**src/rtl/epoch_tracker.sv**
```systemverilog
module epoch_tracker #(
  parameter int ADDR_W = 12,
  parameter int IDX_W  = 5,
  parameter int TIME_W = 16,
  parameter int HASH_W = 16,
  parameter int WORDS  = 4
) (
  input  logic                    clk,
  input  logic                    rst_n,
  input  logic                    start_vld,
  input  logic [ADDR_W-1:0]       start_addr,
  input  logic                    start_excl,
  input  logic [TIME_W-1:0]       start_time,
  input  logic                    fill_vld,
  input  logic [ADDR_W-1:0]       fill_addr,
  input  logic [WORDS*HASH_W-1:0] fill_data,
  input  logic                    end_vld,
  input  logic [ADDR_W-1:0]       end_addr,
  input  logic [TIME_W-1:0]       end_time,
  input  logic [WORDS*HASH_W-1:0] end_data,
  output logic                    busy,
  input  logic                    acc_vld,
  input  logic [ADDR_W-1:0]       acc_addr,
  input  logic                    acc_store,
  output logic                    rpt_vld,
  input  logic                    rpt_rdy,
  output logic [ADDR_W-1:0]       rpt_addr,
  output logic                    rpt_excl,
  output logic                    rpt_filled,
  output logic [TIME_W-1:0]       rpt_t0,
  output logic [HASH_W-1:0]       rpt_h0,
  output logic [TIME_W-1:0]       rpt_t1,
  output logic [HASH_W-1:0]       rpt_h1,
  output logic                    err
);
  localparam int ENTRIES = 1 << IDX_W;
  localparam int TAG_W   = ADDR_W - IDX_W;
  localparam int BLK_W   = WORDS * HASH_W;

  function automatic logic [HASH_W-1:0] fold(input logic [BLK_W-1:0] d);
    logic [HASH_W-1:0] h;
    h = '0;
    for (int k = 0; k < WORDS; k++) h = h ^ d[k*HASH_W +: HASH_W];
    return h;
  endfunction

  logic [ENTRIES-1:0] open_q, excl_q, fill_q;
  logic [TAG_W-1:0]   tag_q [ENTRIES];
  logic [TIME_W-1:0]  t0_q  [ENTRIES];
  logic [HASH_W-1:0]  h0_q  [ENTRIES];

  wire [IDX_W-1:0] s_idx = start_addr[IDX_W-1:0];
  wire [IDX_W-1:0] f_idx = fill_addr[IDX_W-1:0];
  wire [IDX_W-1:0] e_idx = end_addr[IDX_W-1:0];
  wire [IDX_W-1:0] a_idx = acc_addr[IDX_W-1:0];

  wire f_hit = open_q[f_idx] && tag_q[f_idx] == fill_addr[ADDR_W-1:IDX_W];
  wire e_hit = open_q[e_idx] && tag_q[e_idx] == end_addr[ADDR_W-1:IDX_W];
  wire a_hit = open_q[a_idx] && tag_q[a_idx] == acc_addr[ADDR_W-1:IDX_W];

  wire a_ok  = a_hit && fill_q[a_idx] && (!acc_store || excl_q[a_idx]);
  wire a_bad = acc_vld && !a_ok;

  assign busy = rpt_vld && !rpt_rdy;
  wire e_take = end_vld && !busy;
  wire e_ok   = e_take && e_hit;
  wire e_bad  = e_take && !e_hit;

  always_ff @(posedge clk) begin
    if (!rst_n) begin
      open_q  <= '0;
      excl_q  <= '0;
      fill_q  <= '0;
      rpt_vld <= 1'b0;
      err     <= 1'b0;
    end else begin
      err <= a_bad || e_bad;
      if (rpt_vld && rpt_rdy) rpt_vld <= 1'b0;
      if (e_ok) begin
        rpt_vld       <= 1'b1;
        rpt_addr      <= end_addr;
        rpt_excl      <= excl_q[e_idx];
        rpt_filled    <= fill_q[e_idx];
        rpt_t0        <= t0_q[e_idx];
        rpt_h0        <= h0_q[e_idx];
        rpt_t1        <= end_time;
        rpt_h1        <= fold(end_data);
        open_q[e_idx] <= 1'b0;
      end
      if (fill_vld && f_hit) begin
        fill_q[f_idx] <= 1'b1;
        h0_q[f_idx]   <= fold(fill_data);
      end
      if (start_vld) begin
        open_q[s_idx] <= 1'b1;
        fill_q[s_idx] <= 1'b0;
        excl_q[s_idx] <= start_excl;
        tag_q[s_idx]  <= start_addr[ADDR_W-1:IDX_W];
        t0_q[s_idx]   <= start_time;
      end
    end
  end
endmodule


```
**config.mk**
```make
export PLATFORM = sky130hd
export DESIGN_NAME = epoch_tracker
export DESIGN_NICKNAME = d
export VERILOG_FILES = /design/src/rtl/epoch_tracker.sv
export SDC_FILE = /design/constraint.sdc
export NUM_CORES = 2
export LEC_CHECK = 0
export CAP_MARGIN = 20
export CORE_MARGIN = 8
export CORE_UTILIZATION = 50
export CTS_CLUSTER_DIAMETER = 100
export DETAILED_ROUTE_END_ITERATION = 6
export PLACE_DENSITY = 0.68
export SLEW_MARGIN = 20
export SYNTH_ARGS = -nofsm -noshare
export SYNTH_HDL_FRONTEND = slang
export SYNTH_SLANG_ARGS = --single-unit
```
**constraint.sdc**
```tcl
create_clock -name clk -period 12 [get_ports clk]
set_clock_uncertainty 0.15 [all_clocks]
set_input_delay 2.4 -clock clk [delete_from_list [all_inputs] [get_ports clk]]
set_output_delay 2.4 -clock clk [all_outputs]
set_load 0.01 [all_outputs]
```
==> impl_metrics.csv <==
group,metric,value,unit
outcome,outcome,"completed",
synthesis,synth-edff-count,1326,
clock_tree,cts_setup_buffers,0,
timing,setup_viol,0,
drt,drt_iter0_markers,4503,
drt,wl,168500,µm
clock_tree,cts_tree,"done",
grt,overflow,0,
drt,wl_per_cell,32.90,µm
setup_path,rr_startpoint,"tag_q[0][4]",
grt,grt_pass1_wl,243900,µm
grt,top_usage_layer,"met2",
clock_tree,insertion_delay,0.76,ns
synthesis,syn_nets,3333,
timing,hold_viol,0,
run,maxCapViolations,0,
place,numPortBuffers,297,
clock_tree,clock-root-buffer,"clkbuf_16",
min_path,hold_path.startpoint,"fill_q[7]",
finish,final_util,0.5909,
synthesis,yosysWarnings,0,
clock_tree,cts-buffers-inserted,145,
clock_tree,ctsResizeCount,0,
finish,area_growth_syn_to_layout,17.34,%
synthesis,ys_ff_latch,1424,
drt,ant_nets,0,
setup_path,critPathMaxFanout,22,
clock_tree,clk_pin_slew,0.06,ns
setup_path,critPathMostFrequentCell,"buf_4",
finish,final_cell_area,69690,µm²
grt,grt_use_met2,0.4072,
grt,antenna_found_initial,2,
grt,grt.met1_usage,0.3412,
floorplanning,row_count,126,
power,p_leak,21.70,nW
setup_path,slowest_delay,0.85,ns
synthesis,postSynth.asyncResetShare,0,
power,seqPwrFrac,0.510,
place,routabilityCongestion,0.8985,
floorplanning,die_width,360.6,µm
drt,vias,34020,
drt,drcViolationCount,0,
timing,fin_tns_setup,0,ns
synthesis,synth_top_cell_by_area,"edfxtp_1",
power,p_comb_frac,0.069,
power,switchingPower,0.002406,W
clock_tree,clk_path_buf_depth,3,
floorplanning,ios,298,
synthesis,synth_cells,3116,
synthesis,synth.distinct_cells,55,
setup_path,arrival,7.25,ns
clock_tree,cts_hold_buf,0,
timing,maxSlewHeadroom,0.2654,
drt,vias_per_cell,6.641,
floorplanning,start_util,0.5036,
clock_tree,htreeDepth,4,
power,p_int,0.008472,W
synthesis,ys_seq_area_frac,0.7035,
synthesis,synthTopCellsByArea,"edfxtp_1 (67%), mux4_2 (17%), dfxtp_1 (3.3%)",
grt,grtUsageTotal,0.2548,
synthesis,synth_top_area_frac,0.6705,
grt,grtUsageMet3,0.05923,
setup_path,critPathLaunch,"end_addr[3]",
synthesis,avgSynthCellArea,19.06,µm²
grt,grt_max_degree,111,
power,peakVddDrop,114.8,µV
synthesis,synth.most_common_cell,"edfxtp_1",
timing,tightest_slew,1.098,ns
timing,layout_min_cycle_time,6.762,ns
power,p_total,0.01088,W
drt,dr.pass1.iters,6,
floorplanning,die_h,360.6,µm
floorplanning,coreArea,117900,µm²
timing,fin_crit_sh,0.5635,
setup_path,start_kind,"primary input",
finish,stdcell_count,5123,
finish,layout-drive-gt1-share,0.2561,
clock_tree,clock_sinks,1424,
place,post-place-cells,4853,
power,power_density,156.1,nW/µm²
setup_path,cp.required,12.49,ns
timing,rsz0062_at_grt,"false",
grt,grt_pass1_vias,34900,
synthesis,syn_area,59390,µm²
setup_path,worstSetupEndpointType,"flop",
synthesis,synthTopCellsByCount,"edfxtp_1 (1326), mux4_2 (448), a22oi_1 (206)",
power,p_sw_frac,0.2212,
finish,fin_nets,3681,
setup_path,crit_chain,"clkdlybuf4s50_1 -> and3b_2 -> buf_4 -> a22oi_1 -> nand4_1 -> xor2_1 -> nor4_1 -> and4b_1 -> buf_4 -> nand4_2 -> o31a_1",
power,clkPwrFrac,0.421,
place,placed_cell_area,64850,µm²
setup_path,cp_slowest_cell,"and3b_2",
place,dp_hpwl,97320,µm
floorplanning,dieArea,130100,µm²
min_path,hold_path_class,"flop to flop",
setup_path,critPathKind,"primary input to flop",
synthesis,synth_top_flop_cell,"edfxtp_1",
timing,max_freq,0.1479,GHz
timing,maxSlewViolCount,0,
[layer usage]
layer | part of all wire | up-vias
met5 | 0 | -
met4 | 0.041 | 0
met3 | 0.10 | 417
met2 | 0.48 | 2148
met1 | 0.38 | 17700
li1 | - | 13760
[cells by family (layout without fill, tap and decap cells)]
logic type,Yosys count,after routing,share of synthesized area
and+or+nand+nor,444,444,0.03860
other,0,2,0
AOI/OAI and AO/OA,425,425,0.04900
xor gates and xnor gates,114,114,0.01681
muxes,488,488,0.1768
DFF,1424,1424,0.7035
buffers and inverters,221,690,0.01527
[placed cells by master, fill, tap and decap left out, types with 48 or more instances in the layout]
cell type	count
nor2_1	62
a21oi_1	63
xnor2_1	48
nand4_1	53
dfxtp_1	98
o21ai_0	70
buf_4	118
edfxtp_1	1326
mux4_2	448
xor2_1	50
clkbuf_16	147
clkdlybuf4s50_1	285
a22oi_1	206
nand2_1	109
[layout make-up]
class	instances	area, µm²
inverters	8	30.03
fillers	8510	48240
well taps	1536	1922
clock inverters	94	1030
repair buffers	414	3841
clock buffers	174	3810
flip-flops and latches	1424	41780
multi-input cells	1471	17270
diodes	2	5.005
[state kept, by name, indices dropped and copies added, names as in the netlist]
register	flops
rpt_t0	16
t0_q	512
rpt_excl	1
h0_q	512
rpt_addr	12
rpt_filled	1
rpt_t1	16
err	1
rpt_vld	1
tag_q	224
open_q	32
excl_q	32
rpt_h0	16
fill_q	32
rpt_h1	16
[final timing paths]
path	endpoint	slack, ns	cells past startpoint
worst max-delay path	open_q[11]	5.24	11
worst min register to register	fill_q[7]	0.32	2
worst max register to register	h0_q[1][9]	7.83	9
worst min-delay path	fill_q[7]	0.32	2
[critical path, delay by kind of cell]
kind	cells	cell delay [ns]
XOR/XNOR	1	0.16
buffers and inverters	3	1.71
AND/OR/NAND/NOR	5	2.20
AO/OA/AOI/OAI	2	0.71
[per-stage QoR]
step / hold slack (ns) / worst slack [ns]
2_1_floorplan: 0.2917 / 1.656
3_3_place_gp: 0.3021 / 4.400
3_5_place_dp: 0.3122 / 4.370
4_1_cts: 0.3136 / 5.190
5_1_grt: 0.3552 / 5.025
6_report: 0.3186 / 5.238
[power by group through the flow]
stage	registers [W]	clock network, W	logic, W
floorplan	0.00565	0	0.000418
global placement	0.00565	0	0.000730
detailed placement	0.00565	0	0.000752
CTS	0.00555	0.00463	0.000755
global route	0.00555	0.00483	0.000800
finish	0.00555	0.00458	0.000754
Note: power is estimated with default switching activity, not from simulation.
